`config.mk`:
```
export PLATFORM = sky130hd
export DESIGN_NAME = phy_bringup_seq
export DESIGN_NICKNAME = d
export VERILOG_FILES = /design/src/rtl/phy_bringup_pkg.sv /design/src/rtl/phy_cfg_rom.sv /design/src/rtl/phy_wait_timer.sv /design/src/rtl/phy_bringup_seq.sv
export SDC_FILE = /design/constraint.sdc
export NUM_CORES = 1
export LEC_CHECK = 0
export BUFFER_PORTS_ARGS = -buffer_cell sky130_fd_sc_hd__buf_2
export CAP_MARGIN = 20
export CORE_MARGIN = 5
export CORE_UTILIZATION = 40
export CTS_CLUSTER_SIZE = 20
export DETAILED_ROUTE_END_ITERATION = 7
export SYNTH_ARGS = -nofsm -noshare
export SYNTH_HDL_FRONTEND = slang
export SYNTH_SLANG_ARGS = --single-unit
export TNS_END_PERCENT = 5
```
`constraint.sdc`:
```
create_clock -name clk -period 5.65 [get_ports clk]
set_input_delay 0.565 -clock clk [delete_from_list [all_inputs] [get_ports clk]]
set_output_delay 0.565 -clock clk [all_outputs]
set_load 0.01 [all_outputs]
```
`src/rtl/phy_bringup_pkg.sv`:
```
package phy_bringup_pkg;

  typedef enum logic [4:0] {
    ST_IDLE, ST_PWR, ST_APB_PMA, ST_APB_PCS, ST_TBL_WR, ST_TBL_DLY,
    ST_MUX_RD, ST_MUX_WR, ST_RST_INIT, ST_SETTLE, ST_REL_CMN, ST_REL_LANE,
    ST_PLL_RD, ST_PLL_GAP, ST_CDR_RD, ST_CDR_GAP, ST_UNW_PHY, ST_UNW_APB
  } seq_st_e;

  typedef struct packed {
    logic [15:0] addr;
    logic [7:0]  data;
    logic [3:0]  dly;
  } tbl_ent_t;

  // Configuration ROM content for entry k: init table first, then refclk table.
  function automatic tbl_ent_t tbl_entry(input int k, input int n_init,
                                         input int init_base, input int ref_base,
                                         input int gap);
    tbl_ent_t e;
    int j;
    j = (k < n_init) ? k : k - n_init;
    e.addr = 16'(((k < n_init) ? init_base : ref_base) + 4 * j);
    e.data = 8'((37 * k + 5) % 256);
    e.dly  = ((k % 5) == 3) ? 4'(gap) : 4'd0;
    return e;
  endfunction

  // Lane owner bits, 1 = DP, indexed by PHY lane.
  function automatic logic [3:0] lane_map(input logic usb, input logic dp,
                                          input logic flp);
    if (!dp) return 4'b0000;
    if (!usb) return 4'b1111;
    return flp ? 4'b0011 : 4'b1100;
  endfunction

endpackage

```
`src/rtl/phy_cfg_rom.sv`:
```
module phy_cfg_rom
  import phy_bringup_pkg::*;
#(
  parameter int N_INIT    = 6,
  parameter int N_REF     = 5,
  parameter int INIT_BASE = 'h100,
  parameter int REF_BASE  = 'h300,
  parameter int GAP_CYC   = 3,
  parameter int ADDR_W    = 16,
  parameter int IDX_W     = 4
) (
  input  logic [IDX_W-1:0]  idx,
  output logic [ADDR_W-1:0] addr,
  output logic [7:0]        data,
  output logic [3:0]        dly,
  output logic              last
);
  localparam int N_ENT = N_INIT + N_REF;

  tbl_ent_t rom [N_ENT];
  tbl_ent_t ent;

  for (genvar k = 0; k < N_ENT; k++) begin : g_ent
    assign rom[k] = tbl_entry(k, N_INIT, INIT_BASE, REF_BASE, GAP_CYC);
  end

  assign ent  = rom[idx];
  assign addr = ent.addr[ADDR_W-1:0];
  assign data = ent.data;
  assign dly  = ent.dly;
  assign last = (idx == IDX_W'(N_ENT - 1));
endmodule

```
`src/rtl/phy_wait_timer.sv`:
```
module phy_wait_timer #(
  parameter int W = 5
) (
  input  logic         clk,
  input  logic         rst_n,
  input  logic         load,
  input  logic [W-1:0] val,
  output logic         expire
);
  logic [W-1:0] cnt_q;

  always_ff @(posedge clk or negedge rst_n) begin
    if (!rst_n)              cnt_q <= '0;
    else if (load)           cnt_q <= val;
    else if (cnt_q != '0)    cnt_q <= cnt_q - 1'b1;
  end

  // high in the last of the loaded number of waiting cycles
  assign expire = (cnt_q == W'(1));
endmodule

```
`src/rtl/phy_bringup_seq.sv`:
```
module phy_bringup_seq
  import phy_bringup_pkg::*;
#(
  parameter int ADDR_W     = 16,
  parameter int DATA_W     = 16,
  parameter int N_INIT     = 6,
  parameter int N_REF      = 5,
  parameter int INIT_BASE  = 'h100,
  parameter int REF_BASE   = 'h300,
  parameter int TBL_GAP    = 3,
  parameter int MUX_ADDR   = 'h0A0,
  parameter int DPRST_ADDR = 'h0A4,
  parameter int PLL_ADDR   = 'h0B0,
  parameter int CDR0_ADDR  = 'h0C0,
  parameter int CDR2_ADDR  = 'h0C8,
  parameter int SETTLE_CYC = 20,
  parameter int POLL_GAP   = 8,
  parameter int POLL_TRIES = 5
) (
  input  logic              clk,
  input  logic              rst_n,
  input  logic              start,
  input  logic              mode_usb,
  input  logic              mode_dp,
  input  logic              flip,
  output logic              lfps_en,
  output logic              pma_pwr_en,
  output logic              rst_init,
  output logic              rst_cmn,
  output logic              rst_lane,
  output logic              rst_pcsapb,
  output logic              rst_pmaapb,
  output logic              bus_wr,
  output logic              bus_rd,
  output logic [ADDR_W-1:0] bus_addr,
  output logic [DATA_W-1:0] bus_wdata,
  input  logic [DATA_W-1:0] bus_rdata,
  input  logic              bus_err,
  output logic              done,
  output logic              error,
  output logic              cdr_warn
);
  localparam int N_ENT   = N_INIT + N_REF;
  localparam int IDX_W   = (N_ENT > 1) ? $clog2(N_ENT) : 1;
  localparam int TMR_MAX = (SETTLE_CYC > POLL_GAP) ? ((SETTLE_CYC > 15) ? SETTLE_CYC : 15)
                                                   : ((POLL_GAP > 15) ? POLL_GAP : 15);
  localparam int TMR_W   = $clog2(TMR_MAX + 1);
  localparam int TRY_W   = (POLL_TRIES > 1) ? $clog2(POLL_TRIES) : 1;
  localparam logic [DATA_W-1:0] MUX_KEEP = ~DATA_W'(8'hFF);

  seq_st_e           st_q;
  logic [IDX_W-1:0]  idx_q;
  logic [TRY_W-1:0]  tries_q;
  logic              usb_q, dp_q, flip_q;
  logic [DATA_W-1:0] mux_q;

  logic [ADDR_W-1:0] ent_addr;
  logic [7:0]        ent_data;
  logic [3:0]        ent_dly;
  logic              tbl_last;
  logic              tmr_load;
  logic [TMR_W-1:0]  tmr_val;
  logic              tmr_expire;

  // named internal events
  wire tbl_has_gap = (ent_dly != 4'd0);
  wire pll_ok      = (bus_rdata[1:0] == 2'b11);
  wire cdr_ok      = bus_rdata[0];
  wire poll_out    = (tries_q == TRY_W'(POLL_TRIES - 1));
  wire [ADDR_W-1:0] cdr_addr = flip_q ? ADDR_W'(CDR2_ADDR) : ADDR_W'(CDR0_ADDR);

  phy_cfg_rom #(
    .N_INIT(N_INIT), .N_REF(N_REF), .INIT_BASE(INIT_BASE), .REF_BASE(REF_BASE),
    .GAP_CYC(TBL_GAP), .ADDR_W(ADDR_W), .IDX_W(IDX_W)
  ) u_rom (
    .idx(idx_q), .addr(ent_addr), .data(ent_data), .dly(ent_dly), .last(tbl_last)
  );

  phy_wait_timer #(.W(TMR_W)) u_tmr (
    .clk(clk), .rst_n(rst_n), .load(tmr_load), .val(tmr_val), .expire(tmr_expire)
  );

  always_comb begin
    bus_wr    = 1'b0;
    bus_rd    = 1'b0;
    bus_addr  = '0;
    bus_wdata = '0;
    case (st_q)
      ST_TBL_WR: begin
        bus_wr = 1'b1; bus_addr = ent_addr; bus_wdata = DATA_W'(ent_data);
      end
      ST_MUX_RD: begin
        bus_rd = 1'b1; bus_addr = ADDR_W'(MUX_ADDR);
      end
      ST_MUX_WR: begin
        bus_wr = 1'b1; bus_addr = ADDR_W'(MUX_ADDR);
        bus_wdata = (mux_q & MUX_KEEP) | DATA_W'(lane_map(usb_q, dp_q, flip_q));
      end
      ST_RST_INIT: if (dp_q) begin
        bus_wr = 1'b1; bus_addr = ADDR_W'(DPRST_ADDR); bus_wdata = DATA_W'(1);
      end
      ST_PLL_RD: begin
        bus_rd = 1'b1; bus_addr = ADDR_W'(PLL_ADDR);
      end
      ST_CDR_RD: begin
        bus_rd = 1'b1; bus_addr = cdr_addr;
      end
      default: ;
    endcase
  end

  always_comb begin
    tmr_load = 1'b0;
    tmr_val  = '0;
    case (st_q)
      ST_TBL_WR:   if (!bus_err && tbl_has_gap) begin
        tmr_load = 1'b1; tmr_val = TMR_W'(ent_dly);
      end
      ST_RST_INIT: begin
        tmr_load = 1'b1; tmr_val = TMR_W'(SETTLE_CYC);
      end
      ST_PLL_RD:   if (!pll_ok && !poll_out) begin
        tmr_load = 1'b1; tmr_val = TMR_W'(POLL_GAP);
      end
      ST_CDR_RD:   if (!cdr_ok && !poll_out) begin
        tmr_load = 1'b1; tmr_val = TMR_W'(POLL_GAP);
      end
      default: ;
    endcase
  end

  always_ff @(posedge clk or negedge rst_n) begin
    if (!rst_n) begin
      st_q <= ST_IDLE; idx_q <= '0; tries_q <= '0; mux_q <= '0;
      usb_q <= 1'b0; dp_q <= 1'b0; flip_q <= 1'b0;
      lfps_en <= 1'b0; pma_pwr_en <= 1'b0;
      rst_init <= 1'b1; rst_cmn <= 1'b1; rst_lane <= 1'b1;
      rst_pcsapb <= 1'b1; rst_pmaapb <= 1'b1;
      done <= 1'b0; error <= 1'b0; cdr_warn <= 1'b0;
    end else begin
      case (st_q)
        ST_IDLE: if (start) begin
          usb_q <= mode_usb; dp_q <= mode_dp; flip_q <= flip;
          lfps_en <= mode_usb; pma_pwr_en <= 1'b0;
          rst_init <= 1'b1; rst_cmn <= 1'b1; rst_lane <= 1'b1;
          rst_pcsapb <= 1'b1; rst_pmaapb <= 1'b1;
          done <= 1'b0; error <= 1'b0; cdr_warn <= 1'b0;
          idx_q <= '0;
          st_q <= ST_PWR;
        end
        ST_PWR:     begin pma_pwr_en <= 1'b1; st_q <= ST_APB_PMA; end
        ST_APB_PMA: begin rst_pmaapb <= 1'b0; st_q <= ST_APB_PCS; end
        ST_APB_PCS: begin rst_pcsapb <= 1'b0; st_q <= ST_TBL_WR; end
        ST_TBL_WR: begin
          if (bus_err)          st_q <= ST_UNW_APB;
          else if (tbl_has_gap) st_q <= ST_TBL_DLY;
          else if (tbl_last)    st_q <= ST_MUX_RD;
          else                  idx_q <= idx_q + 1'b1;
        end
        ST_TBL_DLY: if (tmr_expire) begin
          if (tbl_last) st_q <= ST_MUX_RD;
          else begin idx_q <= idx_q + 1'b1; st_q <= ST_TBL_WR; end
        end
        ST_MUX_RD:   begin mux_q <= bus_rdata; st_q <= ST_MUX_WR; end
        ST_MUX_WR:   st_q <= ST_RST_INIT;
        ST_RST_INIT: begin
          if (usb_q) rst_init <= 1'b0;
          st_q <= ST_SETTLE;
        end
        ST_SETTLE: if (tmr_expire) begin
          if (usb_q) st_q <= ST_REL_CMN;
          else begin done <= 1'b1; st_q <= ST_IDLE; end
        end
        ST_REL_CMN:  begin rst_cmn <= 1'b0; st_q <= ST_REL_LANE; end
        ST_REL_LANE: begin rst_lane <= 1'b0; tries_q <= '0; st_q <= ST_PLL_RD; end
        ST_PLL_RD: begin
          if (pll_ok)        begin tries_q <= '0; st_q <= ST_CDR_RD; end
          else if (poll_out) st_q <= ST_UNW_PHY;
          else begin tries_q <= tries_q + 1'b1; st_q <= ST_PLL_GAP; end
        end
        ST_PLL_GAP: if (tmr_expire) st_q <= ST_PLL_RD;
        ST_CDR_RD: begin
          if (cdr_ok)        begin done <= 1'b1; st_q <= ST_IDLE; end
          else if (poll_out) begin done <= 1'b1; cdr_warn <= 1'b1; st_q <= ST_IDLE; end
          else begin tries_q <= tries_q + 1'b1; st_q <= ST_CDR_GAP; end
        end
        ST_CDR_GAP: if (tmr_expire) st_q <= ST_CDR_RD;
        ST_UNW_PHY: begin
          rst_init <= 1'b1; rst_cmn <= 1'b1; rst_lane <= 1'b1;
          st_q <= ST_UNW_APB;
        end
        ST_UNW_APB: begin
          rst_pcsapb <= 1'b1; rst_pmaapb <= 1'b1;
          done <= 1'b1; error <= 1'b1;
          st_q <= ST_IDLE;
        end
        default: st_q <= ST_IDLE;
      endcase
    end
  end
endmodule

```
==> results by group <==
CTS
  – TritonCTS clock tree: built
  – CTS Buf Count: 5
  – H-tree levels: 2
  – Setup Buffers After CTS: 0
  – Cts hold-fix bufs: 0
  – Clk sinks: 37
  – Clock root buffer: clkbuf_8
  – Max clock buf depth: 2
  – Worst-Skew Late Latency: 300 ps
  – Cts repair resizes: 0
  – Clock transition at path regs: 90 ps

Synthesis
  – Synth Area in Compound Gates: 20.1%
  – Sequential element share of the synthesized area: 33.5%
  – Mean area per synthesized cell: 8.79 µm²
  – Synth area leaders: dfrtp_1, ha_1, mux2_2, dfstp_2, a21oi_1
  – Mux contribution to synthesized area: 7.55%
  – Async SR Flop Fraction: 100%
  – Simple-Gate Fraction of Synth Area: 24.1%
  – Post-synth EDFFs: 0
  – Syn. warnings: 0
  – Top-count cell post-synth: dfrtp_1
  – Area leader, netlist: dfrtp_1
  – Post-Synth XOR/XNOR Area: 1.26%
  – Yosys top cell area share: 28.8%
  – Count of unique library cells instantiated by Yosys: 68
  – Synth cell count leaders: dfrtp_1, nand2_1, a21oi_1
  – Synth Area in Adders: 5.84%
  – Main combinational cell family by area after synthesis: simple AND/OR/NAND/NOR gates
  – Cells after Synth: 317
  – Seq cells post-synth: 37
  – Post-synth top flop: dfrtp_1
  – Cell area after synthesis: 2790 µm²

Power and ir drop
  – Total chip power: 1.54 mW
  – Power per cell area: 484 nW/µm²
  – Pleak: 1.45 nW
  – Worst VDD drop: 228 µV

Timing
  – Post-route clock period utilization: 56.2%
  – Final hold vios: 0
  – Worst rel slew slack: 44.3%
  – Max frequency: 315 MHz
  – Final min period: 3170 ps
  – Max Slew Vio Count: 0
  – Slew @ Worst Pin: 836 ps
  – TNS Setup: 0 ps
  – Fin Hold WS: 357 ps
  – RSZ-0062 raised after global routing: false
  – Final setup fails: 0
  – Clock Skew: 10.5 ps

Worst setup path
  – Worst Path Required: 5090 ps
  – CP Class: register to primary output
  – Worst EP arrival: 2610 ps
  – Crit start category: register
  – Crit path capture type: primary output
  – CP max FO: 22

GRT
  – Vias in the first global route: 2370
  – Pin count of the biggest net entering global routing: 38
  – Initial antenna violation count: 0
  – First-pass GRT wire length: 11800 µm
  – Grt total ovfl: 0
  – GRT Util Overall: 16.9%

Floorplanning
  – Core box area: 6790 µm²
  – Die height: 93.4 µm
  – Site row count: 30
  – Initial core utilization: 41.0%
  – # IOs: 67
  – Die area: 8730 µm²
  – Die width: 93.4 µm

Detailed routing
  – Vias per cell: 5.47
  – Drt wl/cell: 15.7 µm
  – Max layer used: met4
  – M1 wire length: 3250 µm
  – Starting DRC count in detailed routing: 154
  – Remaining DRCs: 0
  – Routed wire length: 7170 µm
  – Vias: 2493
  – 1st-pass router iterations: 5
  – DRT antenna net count: 0
  – Met2 WL: 3480 µm
  – Routed length on met3: 341 µm

Placed design
  – Detailed Place HPWL: 5240 µm
  – Placed Cells: 448
  – Cell Area, Placed: 3030 µm²
  – PortBufs: 52
  – RePlAce Congestion: 0.842

Final layout
  – Net count, final: 395
  – Layout cells sized above 1: 26.7%
  – Non-filler cells, final: 456
  – Area delta synth->final: 13.8%
  – Antenna cells: 0
  – Design Area, Final: 3170 µm²

Hold path
  – Worst hold path class: primary input to async pin

Status
  – Run status: finished clean

Flow run
  – Max cap viols: 0
-- routing by layer --
| metal | GRT usage, % | vias to the layer above |
|---|---|---|
| met2 | 27.3 | 80 |
| met5 | 0 | - |
| li1 | - | 1203 |
| met4 | 4.76 | 0 |
| met1 | 23.3 | 1199 |
| met3 | 2.65 | 11 |
-- cells by family (layout without fill, tap and decap cells) --
group / count (synthesis) / after routing
compound gates: 81 / 81
xor+xnor: 4 / 4
fa+ha+maj: 13 / 13
buf+inv: 38 / 74
flops: 37 / 37
mux: 19 / 19
other cells: 1 / 8
simple gates: 124 / 124
-- power breakdown --
| group | switching (mW) | total, mW | internal (mW) | leakage, nW |
|---|---|---|---|---|
| Clock | 0.106 | 0.283 | 0.178 | 0.0687 |
| Combinational | 0.384 | 0.703 | 0.319 | 0.923 |
| Sequential | 0.169 | 0.549 | 0.381 | 0.455 |
| Total | 0.658 | 1.54 | 0.878 | 1.45 |
-- path summary, 6_finish.rpt --
path | depth (start not counted) | slack, ps | to | from
min in group clk | 2 | 490 | dp_q$_DFFE_PN0P_ | mode_dp
max reg2reg | 6 | 3030 | idx_q[2]$_DFFE_PN0P_ | st_q[2]$_DFFE_PN0P_
min reg2reg | 2 | 490 | cdr_warn$_DFFE_PN0P_ | cdr_warn$_DFFE_PN0P_
min | 1 | 360 | idx_q[2]$_DFFE_PN0P_ | rst_n
max | 6 | 2480 | bus_wdata[2] | st_q[1]$_DFFE_PN0P_
max in group asynchronous | 1 | 4760 | st_q[4]$_DFFE_PN0P_ | rst_n
-- placed cells by master, fill, tap and decap left out, types with 6 or more instances in the layout --
cell,n
a21oi_1,25
and2_1,11
buf_2,52
conb_1,8
dfrtp_1,32
ha_1,13
inv_1,14
mux2_2,12
mux2i_1,6
nand2_1,30
nand2b_1,6
nand3_1,12
nor2_1,21
nor3_1,10
o21ai_0,19
-- through the flow --
step	utilization (%)	worst slack, ps
after global placement	44.6	2860
after CTS	46.7	2530
after floorplan	-	3580
after global routing	46.7	2270
final	46.7	2480
after detailed placement	44.6	2880
-- sequential cells by signal (all words and copies together), names as in the netlist --
name	flops
rst_cmn	1
usb_q	1
error	1
st_q	5
pma_pwr_en	1
mux_q	8
rst_init	1
dp_q	1
rst_pmaapb	1
cdr_warn	1
rst_pcsapb	1
tries_q	3
u_tmr.cnt_q	5
idx_q	4
done	1
flip_q	1
rst_lane	1
-- cell type report --
cell class	instances	area, µm²
clock inverter	3	68.8
inverter	14	52.6
sequential	37	932
timing repair buffer	52	260
multi-input combinational	249	1670
fill	695	3620
tap	96	120
clock buffer	5	68.8
-- critical path: stages (launching register included) --
cell     delay (ps)
dfrtp_1         840
nand2_1         300
nor3_2          590
nand2_1         160
a21o_1          190
o21ai_0          70
buf_2           160
No activity file was read; power rests on OpenSTA's default activity.
